<file path="src/rtl/bxc_pkg.sv">
package bxc_pkg;

    localparam int BXC_ADDR_W = 18;
    localparam int BXC_CNT_W  = 12;
    localparam int BXC_DATA_W = 36;
    localparam int BXC_DEPTH  = 4;

    typedef enum logic {
        DIR_TO_MEM = 1'b0,
        DIR_TO_DEV = 1'b1
    } bxc_dir_e;

    typedef enum logic {
        PH_IDLE = 1'b0,
        PH_RUN  = 1'b1
    } bxc_phase_e;

    function automatic int bxc_lvl_bits(input int depth);
        return $clog2(depth + 1);
    endfunction

    function automatic int bxc_ptr_bits(input int depth);
        return (depth > 1) ? $clog2(depth) : 1;
    endfunction

endpackage

</file>
<file path="src/rtl/bxc_fifo.sv">
module bxc_fifo
    import bxc_pkg::*;
#(
    parameter int DATA_W = BXC_DATA_W,
    parameter int DEPTH  = BXC_DEPTH
) (
    input  logic              clk,
    input  logic              rst,
    input  logic              push,
    input  logic [DATA_W-1:0] push_data,
    input  logic              pop,
    output logic [DATA_W-1:0] head,
    output logic              full,
    output logic              empty
);
    localparam int PTR_W = bxc_ptr_bits(DEPTH);
    localparam int LVL_W = bxc_lvl_bits(DEPTH);
    localparam logic [PTR_W-1:0] LAST = PTR_W'(DEPTH - 1);

    logic [DATA_W-1:0] slots [DEPTH];
    logic [PTR_W-1:0]  wr_ptr;
    logic [PTR_W-1:0]  rd_ptr;
    logic [LVL_W-1:0]  level;

    assign full  = (level == LVL_W'(DEPTH));
    assign empty = (level == '0);
    assign head  = slots[rd_ptr];

    always_ff @(posedge clk) begin
        if (push) begin
            slots[wr_ptr] <= push_data;
        end
    end

    always_ff @(posedge clk) begin
        if (rst) begin
            wr_ptr <= '0;
            rd_ptr <= '0;
            level  <= '0;
        end else begin
            if (push) begin
                wr_ptr <= (wr_ptr == LAST) ? '0 : wr_ptr + 1'b1;
            end
            if (pop) begin
                rd_ptr <= (rd_ptr == LAST) ? '0 : rd_ptr + 1'b1;
            end
            case ({push, pop})
                2'b10:   level <= level + 1'b1;
                2'b01:   level <= level - 1'b1;
                default: level <= level;
            endcase
        end
    end

    assert_no_overflow_R6: assert property (@(posedge clk) disable iff (rst)
        full |-> !push);

    assert_no_underflow_R6: assert property (@(posedge clk) disable iff (rst)
        empty |-> !pop);

    assert_level_bound_R6: assert property (@(posedge clk) disable iff (rst)
        level <= LVL_W'(DEPTH));

endmodule

</file>
<file path="src/rtl/bxc_ctrl.sv">
module bxc_ctrl
    import bxc_pkg::*;
#(
    parameter int ADDR_W = BXC_ADDR_W,
    parameter int CNT_W  = BXC_CNT_W
) (
    input  logic              clk,
    input  logic              rst,
    input  logic              start,
    input  bxc_dir_e          dir_in,
    input  logic [ADDR_W-1:0] addr_in,
    input  logic [CNT_W-1:0]  count_in,
    input  logic              mem_fire,
    input  logic              dev_fire,
    output logic              busy,
    output bxc_dir_e          dir,
    output logic [ADDR_W-1:0] ptr,
    output logic              mem_left_nz,
    output logic              dev_left_nz,
    output logic              done,
    output logic              err
);
    bxc_phase_e       phase;
    logic [CNT_W-1:0] mem_left;
    logic [CNT_W-1:0] dev_left;
    logic [CNT_W-1:0] mem_left_nxt;
    logic [CNT_W-1:0] dev_left_nxt;
    logic             accept;
    logic             finish;

    assign busy        = (phase == PH_RUN);
    assign mem_left_nz = (mem_left != '0);
    assign dev_left_nz = (dev_left != '0);
    assign accept      = start && !busy;

    always_comb begin
        mem_left_nxt = mem_left - CNT_W'(mem_fire);
        dev_left_nxt = dev_left - CNT_W'(dev_fire);
        finish       = busy && (mem_left_nxt == '0) && (dev_left_nxt == '0);
    end

    always_ff @(posedge clk) begin
        if (rst) begin
            phase    <= PH_IDLE;
            dir      <= DIR_TO_MEM;
            ptr      <= '0;
            mem_left <= '0;
            dev_left <= '0;
            done     <= 1'b0;
            err      <= 1'b0;
        end else begin
            done <= 1'b0;
            if (start && busy) begin
                err <= 1'b1;
            end
            if (accept) begin
                dir      <= dir_in;
                ptr      <= addr_in;
                mem_left <= count_in;
                dev_left <= count_in;
                if (count_in == '0) begin
                    done <= 1'b1;
                end else begin
                    phase <= PH_RUN;
                end
            end else if (busy) begin
                if (mem_fire) begin
                    ptr <= ptr + 1'b1;
                end
                mem_left <= mem_left_nxt;
                dev_left <= dev_left_nxt;
                if (finish) begin
                    phase <= PH_IDLE;
                    done  <= 1'b1;
                end
            end
        end
    end

    assert_start_loads_R1: assert property (@(posedge clk) disable iff (rst)
        (accept && count_in != '0) |=> (busy && ptr == $past(addr_in)));

    assert_ptr_step_R2: assert property (@(posedge clk) disable iff (rst)
        (busy && mem_fire && !finish) |=> (ptr == $past(ptr) + 1'b1));

    assert_no_extra_ref_R12: assert property (@(posedge clk) disable iff (rst)
        mem_fire |-> mem_left_nz);

    assert_done_idle_R7: assert property (@(posedge clk) disable iff (rst)
        done |-> !busy);

    assert_done_pulse_R7: assert property (@(posedge clk) disable iff (rst)
        done |=> !done);

    assert_zero_count_R8: assert property (@(posedge clk) disable iff (rst)
        (accept && count_in == '0) |=> (done && !busy));

    assert_busy_start_err_R10: assert property (@(posedge clk) disable iff (rst)
        (start && busy) |=> err);

    assert_err_sticky_R10: assert property (@(posedge clk) disable iff (rst)
        err |=> err);

    assert_busy_start_keeps_R10: assert property (@(posedge clk) disable iff (rst)
        (start && busy && !mem_fire) |=> $stable(ptr));

endmodule

</file>
<file path="src/rtl/bxc_steer.sv">
module bxc_steer
    import bxc_pkg::*;
#(
    parameter int DATA_W = BXC_DATA_W
) (
    input  logic              busy,
    input  bxc_dir_e          dir,
    input  logic              mem_left_nz,
    input  logic              dev_left_nz,
    input  logic              fifo_full,
    input  logic              fifo_empty,
    input  logic [DATA_W-1:0] fifo_head,
    input  logic              mem_ack,
    input  logic [DATA_W-1:0] mem_rdata,
    input  logic              dev_in_valid,
    input  logic [DATA_W-1:0] dev_in_data,
    input  logic              dev_out_ready,
    output logic              mem_req,
    output logic              mem_we,
    output logic [DATA_W-1:0] mem_wdata,
    output logic              dev_in_ready,
    output logic              dev_out_valid,
    output logic [DATA_W-1:0] dev_out_data,
    output logic              fifo_push,
    output logic [DATA_W-1:0] fifo_push_data,
    output logic              fifo_pop,
    output logic              mem_fire,
    output logic              dev_fire
);
    always_comb begin
        mem_req        = 1'b0;
        mem_we         = 1'b0;
        mem_wdata      = '0;
        dev_in_ready   = 1'b0;
        dev_out_valid  = 1'b0;
        dev_out_data   = '0;
        fifo_push      = 1'b0;
        fifo_push_data = '0;
        fifo_pop       = 1'b0;
        dev_fire       = 1'b0;
        if (busy) begin
            if (dir == DIR_TO_MEM) begin
                dev_in_ready   = dev_left_nz && !fifo_full;
                fifo_push      = dev_in_valid && dev_in_ready;
                fifo_push_data = dev_in_data;
                mem_req        = mem_left_nz && !fifo_empty;
                mem_we         = mem_req;
                mem_wdata      = mem_req ? fifo_head : '0;
                fifo_pop       = mem_req && mem_ack;
                dev_fire       = fifo_push;
            end else begin
                mem_req        = mem_left_nz && !fifo_full;
                fifo_push      = mem_req && mem_ack;
                fifo_push_data = mem_rdata;
                dev_out_valid  = !fifo_empty;
                dev_out_data   = fifo_head;
                fifo_pop       = dev_out_valid && dev_out_ready;
                dev_fire       = fifo_pop;
            end
        end
        mem_fire = mem_req && mem_ack;
    end

endmodule

</file>
<file path="src/rtl/bxc_channel.sv">
module bxc_channel
    import bxc_pkg::*;
#(
    parameter int ADDR_W = BXC_ADDR_W,
    parameter int CNT_W  = BXC_CNT_W,
    parameter int DATA_W = BXC_DATA_W,
    parameter int DEPTH  = BXC_DEPTH
) (
    input  logic              clk,
    input  logic              rst,
    input  logic              cmd_start,
    input  logic              cmd_dir,
    input  logic [ADDR_W-1:0] cmd_addr,
    input  logic [CNT_W-1:0]  cmd_count,
    output logic              busy,
    output logic              done,
    output logic              err,
    output logic              mem_req,
    output logic              mem_we,
    output logic [ADDR_W-1:0] mem_addr,
    output logic [DATA_W-1:0] mem_wdata,
    input  logic              mem_ack,
    input  logic [DATA_W-1:0] mem_rdata,
    input  logic              dev_in_valid,
    input  logic [DATA_W-1:0] dev_in_data,
    output logic              dev_in_ready,
    output logic              dev_out_valid,
    output logic [DATA_W-1:0] dev_out_data,
    input  logic              dev_out_ready
);
    bxc_dir_e          dir;
    bxc_dir_e          dir_cmd;
    logic              mem_left_nz;
    logic              dev_left_nz;
    logic              mem_fire;
    logic              dev_fire;
    logic              fifo_push;
    logic              fifo_pop;
    logic              fifo_full;
    logic              fifo_empty;
    logic [DATA_W-1:0] fifo_head;
    logic [DATA_W-1:0] fifo_push_data;

    assign dir_cmd = bxc_dir_e'(cmd_dir);

    bxc_ctrl #(
        .ADDR_W (ADDR_W),
        .CNT_W  (CNT_W)
    ) u_ctrl (
        .clk         (clk),
        .rst         (rst),
        .start       (cmd_start),
        .dir_in      (dir_cmd),
        .addr_in     (cmd_addr),
        .count_in    (cmd_count),
        .mem_fire    (mem_fire),
        .dev_fire    (dev_fire),
        .busy        (busy),
        .dir         (dir),
        .ptr         (mem_addr),
        .mem_left_nz (mem_left_nz),
        .dev_left_nz (dev_left_nz),
        .done        (done),
        .err         (err)
    );

    bxc_fifo #(
        .DATA_W (DATA_W),
        .DEPTH  (DEPTH)
    ) u_fifo (
        .clk       (clk),
        .rst       (rst),
        .push      (fifo_push),
        .push_data (fifo_push_data),
        .pop       (fifo_pop),
        .head      (fifo_head),
        .full      (fifo_full),
        .empty     (fifo_empty)
    );

    bxc_steer #(
        .DATA_W (DATA_W)
    ) u_steer (
        .busy           (busy),
        .dir            (dir),
        .mem_left_nz    (mem_left_nz),
        .dev_left_nz    (dev_left_nz),
        .fifo_full      (fifo_full),
        .fifo_empty     (fifo_empty),
        .fifo_head      (fifo_head),
        .mem_ack        (mem_ack),
        .mem_rdata      (mem_rdata),
        .dev_in_valid   (dev_in_valid),
        .dev_in_data    (dev_in_data),
        .dev_out_ready  (dev_out_ready),
        .mem_req        (mem_req),
        .mem_we         (mem_we),
        .mem_wdata      (mem_wdata),
        .dev_in_ready   (dev_in_ready),
        .dev_out_valid  (dev_out_valid),
        .dev_out_data   (dev_out_data),
        .fifo_push      (fifo_push),
        .fifo_push_data (fifo_push_data),
        .fifo_pop       (fifo_pop),
        .mem_fire       (mem_fire),
        .dev_fire       (dev_fire)
    );

    assert_req_held_R3: assert property (@(posedge clk) disable iff (rst)
        (mem_req && !mem_ack) |=> (mem_req && $stable(mem_addr)
                                   && $stable(mem_we) && $stable(mem_wdata)));

    assert_addr_waits_ack_R3: assert property (@(posedge clk) disable iff (rst)
        (busy && !mem_ack && !cmd_start) |=> $stable(mem_addr));

    assert_write_dir_R4: assert property (@(posedge clk) disable iff (rst)
        (mem_req && dir == DIR_TO_MEM) |-> mem_we);

    assert_read_dir_R5: assert property (@(posedge clk) disable iff (rst)
        (mem_req && dir == DIR_TO_DEV) |-> !mem_we);

    assert_idle_quiet_R9: assert property (@(posedge clk) disable iff (rst)
        !busy |-> (!mem_req && !dev_in_ready && !dev_out_valid));

    assert_reset_state_R11: assert property (@(posedge clk)
        $past(rst) |-> (!busy && !done && !err && !mem_req));

endmodule

</file>
<file path="config.mk">
export PLATFORM = sky130hd
export DESIGN_NAME = bxc_channel
export DESIGN_NICKNAME = d
export VERILOG_FILES = /design/src/rtl/bxc_pkg.sv /design/src/rtl/bxc_fifo.sv /design/src/rtl/bxc_ctrl.sv /design/src/rtl/bxc_steer.sv /design/src/rtl/bxc_channel.sv
export SDC_FILE = /design/constraint.sdc
export NUM_CORES = 1
export LEC_CHECK = 0
export BUFFER_PORTS_ARGS = -buffer_cell sky130_fd_sc_hd__clkbuf_2
export CORE_MARGIN = 1.5
export CORE_UTILIZATION = 46
export CTS_CLUSTER_SIZE = 40
export DETAILED_ROUTE_END_ITERATION = 10
export PLACE_DENSITY = 0.69
export SLEW_MARGIN = 25
export SYNTH_ARGS = -nofsm -noshare
export SYNTH_HDL_FRONTEND = slang
export SYNTH_SLANG_ARGS = --single-unit
</file>
<file path="constraint.sdc">
create_clock -name clk -period 4.2 [get_ports clk]
set_clock_uncertainty 0.1 [all_clocks]
set_input_delay 0.84 -clock clk [delete_from_list [all_inputs] [get_ports clk]]
set_output_delay 0.84 -clock clk [all_outputs]
set_load 0.005 [all_outputs]
</file>
**Word level (Yosys, flattened, before mapping)**

Memory sizes are Yosys's and may differ from the RTL's. A register that Yosys moved wholly into a read port is not among the register bits.
Cells that the tools add are included.

- Add/sub/neg operators: 7
- Equal/unequal tests: 6
- Muxes and demuxes: 43
- Reductions and logical operators: 25

Operators with widths:

| operator | count |
|---|---|
| 2-to-1 mux 36 bit | 7 |
| 2-to-1 mux 18 bit | 3 |
| 2-to-1 mux 12 bit | 4 |
| logical NOT 12 bit | 3 |
| 2-to-1 mux 1 bit | 24 |
| nonzero test 12 bit | 2 |
| subtractor 12 x 1 -> 12 bit | 2 |
| adder 18 x 1 -> 18 bit, second input constant | 1 |
| logical AND 1 bit | 12 |
| 2-to-1 mux 2 bit | 4 |
| equality test 2 bit, second input constant | 3 |
| one-hot mux 3 bit (2 select lines) | 1 |
| nonzero test 2 bit | 3 |
| adder 2 x 1 -> 2 bit, second input constant | 2 |
| adder 3 x 1 -> 3 bit, second input constant | 1 |
| equality test 3 bit, second input constant | 1 |
| logical NOT 1 bit | 3 |
| logical NOT 3 bit | 1 |
| subtractor 3 x 1 -> 3 bit, second input constant | 1 |
| equality test 2 x 1 -> 1 bit, second input constant | 1 |
| != test 2 bit, second input constant | 1 |
| AND reduction 2 bit | 1 |

- Flip-flop bits (word level): 53
- RAM bits: 144
- Output and inout port bits: 97
- Logic and storage cells: 92
- Memories: 1

Memory list:

| memory | words | width | rd ports | clocked after Yosys merged registers in | write ports | RTL line | RTL |
|---|---|---|---|---|---|---|---|
| u_fifo.slots | 4 | 36 | 1 | 1 | 1 | bxc_fifo.sv:20 | `logic [DATA_W-1:0] slots [DEPTH];` |

**Longest topological paths before layout**

- Depth in word-level cells: 13
- Mapped depth: 13
- Mapped depth without buffers: 13

**By module**

From an unflattened synthesis, not the netlist that was laid out.

- Cell total of the unflattened synthesis: 781
- Area total of the unflattened synthesis: 9763.1 um^2

Modules (own cells, without submodules):

| module | times used | cells an instance | area an instance (um^2) | seq. area each (um^2) |
|---|---|---|---|---|
| bxc_fifo | 1 | 236 | 5696.7 | 4504.3 |
| bxc_ctrl | 1 | 366 | 2831.5 | 920.9 |
| bxc_steer | 1 | 179 | 1234.9 | 0.0 |

**Worst setup path before layout**

No wires, ideal clock.

- Kind: register to register
- Start: register u_ctrl.dir
- End: register u_ctrl.done
- Data arrival time: 3.247 ns
- Data required time: 4.034 ns
- Slack: 0.787 ns
- Cell stages (with the launch flop): 13
- Period minus slack after synthesis: 3.413 ns
- Path through: dfxtp_1 clkbuf_1 xor2_1 o31ai_1 a211oi_2 ha_1 ha_1 or3b_2 o31a_1 nor4b_2 o2111ai_1 o31ai_1 nor2b_1

- Word-level cells in the longest chain between the ends: 10
- Elaborated cells on any way between the ends: 14

Ends and longest elaborated chain:

| item | RTL line | RTL |
|---|---|---|
| start, declared | bxc_ctrl.sv:16 | `output bxc_dir_e dir,` |
| start signal, assigned | bxc_ctrl.sv:57 | `dir <= dir_in;` |
| 2-to-1 mux 1 bit | bxc_steer.sv:42 | `if (dir == DIR_TO_MEM) begin` |
| 2-to-1 mux 1 bit | bxc_steer.sv:41 | `if (busy) begin` |
| logical AND 1 bit | bxc_steer.sv:61 | `mem_fire = mem_req && mem_ack;` |
| subtractor 12 x 1 -> 12 bit | bxc_ctrl.sv:37 | `mem_left_nxt = mem_left - CNT_W'(mem_fire);` |
| logical NOT 12 bit | bxc_ctrl.sv:39 | `finish = busy && (mem_left_nxt == '0) && (dev_left_nxt == '0);` |
| logical AND 1 bit | bxc_ctrl.sv:39 |  |
| logical AND 1 bit (*) | bxc_ctrl.sv:39 |  |
| 2-to-1 mux 1 bit (*) | bxc_ctrl.sv:72 | `if (finish) begin` |
| 2-to-1 mux 1 bit (*) | bxc_ctrl.sv:66 | `end else if (busy) begin` |
| 2-to-1 mux 1 bit (*) | bxc_ctrl.sv:56 | `if (accept) begin` |
| end signal, assigned | bxc_ctrl.sv:49 | `done <= 1'b0;` |
| end signal, assigned | bxc_ctrl.sv:62 | `done <= 1'b1;` |
| end signal, assigned | bxc_ctrl.sv:74 | `done <= 1'b1;` |
| end, declared | bxc_ctrl.sv:20 | `output logic done,` |

Mark *: on every way between the ends. The rest lies on a longest branch, timed or not.
A chain may end at the register's enable or synchronous reset.

**Final worst setup path**

- Start: register u_ctrl.dev_left[4]
- End: register u_ctrl.done

- Word-level cells in the longest chain between the ends: 11

Ends and longest elaborated chain:

| item | RTL line | RTL |
|---|---|---|
| start, declared | bxc_ctrl.sv:25 | `logic [CNT_W-1:0] dev_left;` |
| start signal, assigned | bxc_ctrl.sv:60 | `dev_left <= count_in;` |
| start signal, assigned | bxc_ctrl.sv:71 | `dev_left <= dev_left_nxt;` |
| nonzero test 12 bit | bxc_ctrl.sv:33 | `assign dev_left_nz = (dev_left != '0);` |
| logical AND 1 bit | bxc_steer.sv:43 | `dev_in_ready = dev_left_nz && !fifo_full;` |
| logical AND 1 bit | bxc_steer.sv:44 | `fifo_push = dev_in_valid && dev_in_ready;` |
| 2-to-1 mux 1 bit | bxc_steer.sv:42 |  |
| 2-to-1 mux 1 bit | bxc_steer.sv:41 |  |
| subtractor 12 x 1 -> 12 bit (*) | bxc_ctrl.sv:38 | `dev_left_nxt = dev_left - CNT_W'(dev_fire);` |
| logical NOT 12 bit (*) | bxc_ctrl.sv:39 |  |
| logical AND 1 bit (*) | bxc_ctrl.sv:39 |  |
| 2-to-1 mux 1 bit (*) | bxc_ctrl.sv:72 |  |
| 2-to-1 mux 1 bit (*) | bxc_ctrl.sv:66 |  |
| 2-to-1 mux 1 bit (*) | bxc_ctrl.sv:56 |  |

Marked as above.

==> parameters.txt <==
Parameter                              Value

Status
  Outcome ... complete, no violations

CTS
  Cell at the root of the clock tree ... clkbuf_16
  Clock Latency Late Sink ... 430 ps
  Sink count of the clock tree ... 199
  Clock tree from TritonCTS ... yes
  Clock Path Buffers ... 2
  Clock buffer count from CTS ... 17
  Register clock-pin slew on the reported worst setup and hold paths ... 70 ps
  H-tree lvl count ... 4
  Post-CTS Repair Setup Buffers ... 0

Timing
  Final count of pins violating max slew ... 0
  Remaining max-slew budget at the tightest pin ... 35.5%
  Total negative slack for setup checks ... 0 ps
  Number of hold-slack violations in the final timing report ... 0
  Final worst path period share ... 87.3%
  Slew at the pin closest to its max-slew limit ... 967 ps
  Setup repair after global routing missed its margin ... false
  Achievable frequency ... 0.273 GHz
  Tightest hold margin ... 386 ps
  Final Critical Period ... 3670 ps
  Final setup violation count ... 0
  Crit path setup slack, layout ... 533 ps

Floorplan
  Number of cell rows ... 52
  Chip Width ... 148 um
  Initial standard-cell utilization of the core ... 47.4%
  Number of I/O pins ... 206
  Die H ... 148 um
  Placeable Area ... 20500 sq um
  Total die area ... 22000 sq um

Global routing
  Largest net degree at the start of global routing ... 103
  Via count of the first global-routing pass ... 6482
  First-pass GRT wire length ... 34300 um
  Total Routing Usage GR ... 20.1%
  Overall overflow remaining after global route ... 0
  Number of antenna violations at the first check in global routing ... 0

Pwr
  Switching part of the total power ... 26.1%
  Leakage power ... 0.00445 uW
  Final Power ... 4320 uW
  Sequential group share of total power ... 51.7%
  Clk pwr share ... 37.2%
  Max rail drop VDD ... 0.277 mV
  Part of the total power dissipated in combinational logic ... 11.1%
  Pwr/cell area ... 372 nW/um^2
  Internal ... 3200 uW
  Net switching power of the design ... 1130 uW

Worst setup path
  Capturing point of the worst reg2reg path ... u_ctrl.done
  Crit. End Element ... register
  FF-to-FF Start ... u_ctrl.dev_left[4]
  Largest delay contributor family on the critical path ... simple AND/OR/NAND/NOR gates
  Critical Path Slowest Stage Cell ... or3b_2
  CP startpoint kind ... register
  Worst R2R Path Depth ... 13
  Internal reg-to-reg setup slack ... 530 ps
  Type of the worst setup path ... reg2reg
  Arrival time at the worst endpoint ... 3930 ps
  Bufs and invs on worst path ... 0
  Data required time at the worst endpoint ... 4470 ps
  Highest fanout seen on the critical path ... 7
  Crit path cell chain ... nor3_2 -> nand3b_1 -> o41ai_1 -> or3b_2 -> a21boi_0 -> ha_1 -> ha_1 -> or3b_2 -> nor3_1 -> xnor2_1 -> nand4_1 -> o31ai_1 -> nor2b_1
  Critical path's largest stage delay ... 490 ps

Yosys
  Mux cell area share after synthesis ... 12.5%
  Count of flip-flops with a built-in enable after synthesis ... 144
  Number of synthesized register bits ... 199
  Synth Flop Type ... edfxtp_1
  Netlist Area Pre-Place ... 9720 sq um
  Portion of the post-synthesis area used by sequential elements ... 55.8%
  Syn. warnings ... 0
  Compound-Gate Fraction of Synth Area ... 7.60%
  Number of nets produced by synthesis ... 900
  Number of instances in the synthesized netlist ... 779
  Share of synthesized cell area in and, or, nand and nor gates ... 17.6%
  Adder-cell share of the synthesized area ... 1.62%
  Library cells used by synthesis ... 64
  Share of the synthesized netlist area taken by xor and xnor gates ... 1.98%
  Avg Cell Area, Syn ... 12.5 sq um
  Largest family of logic cells by synthesized area ... simple AND/OR/NAND/NOR gates
  Async S/R FF share, synth ... 0%

Route
  Per-cell routed wire length ... 17.2 um
  Detailed-routing iteration count for the pre-antenna-repair pass ... 5
  Drc violations ... 0
  Via/cell ratio ... 5.42
  Vias post-DR ... 6737
  Overall routed net length ... 21400 um
  Count of antenna-violating nets left after detailed routing ... 0
  Iteration-0 DRC Markers ... 394

Place
  Final weighted congestion in routability-driven placement ... 0.881
  Detailed placement HPWL ... 14400 um
  Pre-CTS worst setup slack ... 503 ps
  Number of port buffers ... 205

Hold path
  Worst min-delay path startpoint ... u_ctrl.err
  Min-Delay Path Class ... reg2reg
  Hold worst-path end ... u_ctrl.err
  Hold Crit Depth ... 2

Finish
  Ant. Diodes ... 0
  Most frequent cells in the layout ... clkbuf_2 (205), edfxtp_1 (144), dfxtp_1 (51)
  Utilization after layout ... 56.7%
  Share of layout cells above drive strength 1 ... 32.2%
  Most common library cell in the layout ignoring fill and taps ... clkbuf_2
  Number of nets at the end of the flow ... 1082
  Post-synthesis to final-layout area growth ... 19.5%

Run
  Maxcap violations ... 0
## area by class of cell
type	count	area, sq um
clock buffer	17	425
multi-input combinational	509	4030
inverter	15	56.3
fill	1746	8880
clock inverter	15	175
sequential	199	5440
timing repair buffer	219	1160
tap	270	338
## worst min-delay path, cell delays in order, from the launching register on
cell     delay [ps]
dfxtp_1         330
a21oi_1          50
nor2_1           70
## Yosys cell counts (8+ instances only)
master / count / share of area [%]
nand3_1: 10 / 0.51
mux4_2: 36 / 8.3
nor2_1: 48 / 1.9
inv_1: 15 / 0.58
and2_1: 42 / 2.7
nor3_1: 14 / 0.72
clkbuf_1: 47 / 1.8
nand2b_1: 9 / 0.58
nand2_1: 22 / 0.85
nand4_1: 8 / 0.51
dfxtp_1: 55 / 11
a21oi_1: 28 / 1.4
a211oi_1: 31 / 2.4
xnor2_1: 10 / 0.90
ha_1: 11 / 1.4
nor2b_1: 49 / 3.2
and3_1: 41 / 2.6
mux2i_1: 39 / 4.0
xor2_1: 12 / 1.1
edfxtp_1: 144 / 44
o21ai_0: 15 / 0.77
## sequential cells by signal, indices dropped and copies added (netlist names), named ones only
signal / cells
u_ctrl.busy: 1
u_ctrl.dev_left: 12
u_ctrl.dir: 1
u_ctrl.done: 1
u_ctrl.err: 1
u_ctrl.mem_left: 12
u_ctrl.ptr: 18
u_fifo.level: 3
u_fifo.rd_ptr: 2
u_fifo.slots: 144
u_fifo.wr_ptr: 2
## power by group through the flow
| stage | clock (uW) | sequential [uW] | combinational (uW) |
|---|---|---|---|
| after floorplan | 0 | 2250 | 326 |
| after global placement | 0 | 2280 | 478 |
| after detailed placement | 0 | 2280 | 484 |
| after CTS | 1650 | 2230 | 487 |
| after global routing | 1720 | 2240 | 538 |
| final | 1610 | 2230 | 482 |
## metrics by stage
step                instance area (sq um)  instances
finish                              11600       1244
floorplan                            9720        779
CTS                                 11600       1244
global placement                    11000       1212
global route                        11600       1244
detailed placement                  11000       1212
## kinds of logic (layout without fill, tap and decap cells)
group | Yosys count | in the layout
compound gates | 108 | 108
xor+xnor | 22 | 22
fa+ha+maj | 12 | 12
buf+inv | 71 | 266
flops | 199 | 199
mux | 76 | 76
simple gates | 291 | 291
## how the worst max path moves through the flow
stage / startpoint / endpoint / slack, ps / cells after the start
final: u_ctrl.dev_left[4] / u_ctrl.done / 530 / 13
after global placement: dev_in_valid / u_ctrl.done / 660 / 11
after global routing: u_ctrl.dev_left[4] / u_ctrl.done / 220 / 13
after detailed placement: u_ctrl.dev_left[4] / u_ctrl.done / 500 / 13
after floorplan: u_ctrl.dir / u_ctrl.done / 790 / 12
after CTS: u_ctrl.dev_left[4] / u_ctrl.done / 450 / 13
## metal layers
metal / GRT usage [%] / up-vias / wire, um
met2: 33.4 / 168 / 10500
met1: 27.3 / 3237 / 9600
li1: - / 3309 / -
met3: 2.76 / 23 / 850
met5: 0 / - / 0
met4: 7.18 / 0 / 369
## repair_timing
| action | 4_1_cts | 5_1_grt |
|---|---|---|
| resized for setup | 0 | 1 |
| endpoints found under the setup margin | 0 | 2 |
| hold endpoints to repair | 0 | 0 |
| hold buffers | 0 | 0 |
Note: power is estimated with default switching activity, not from simulation.
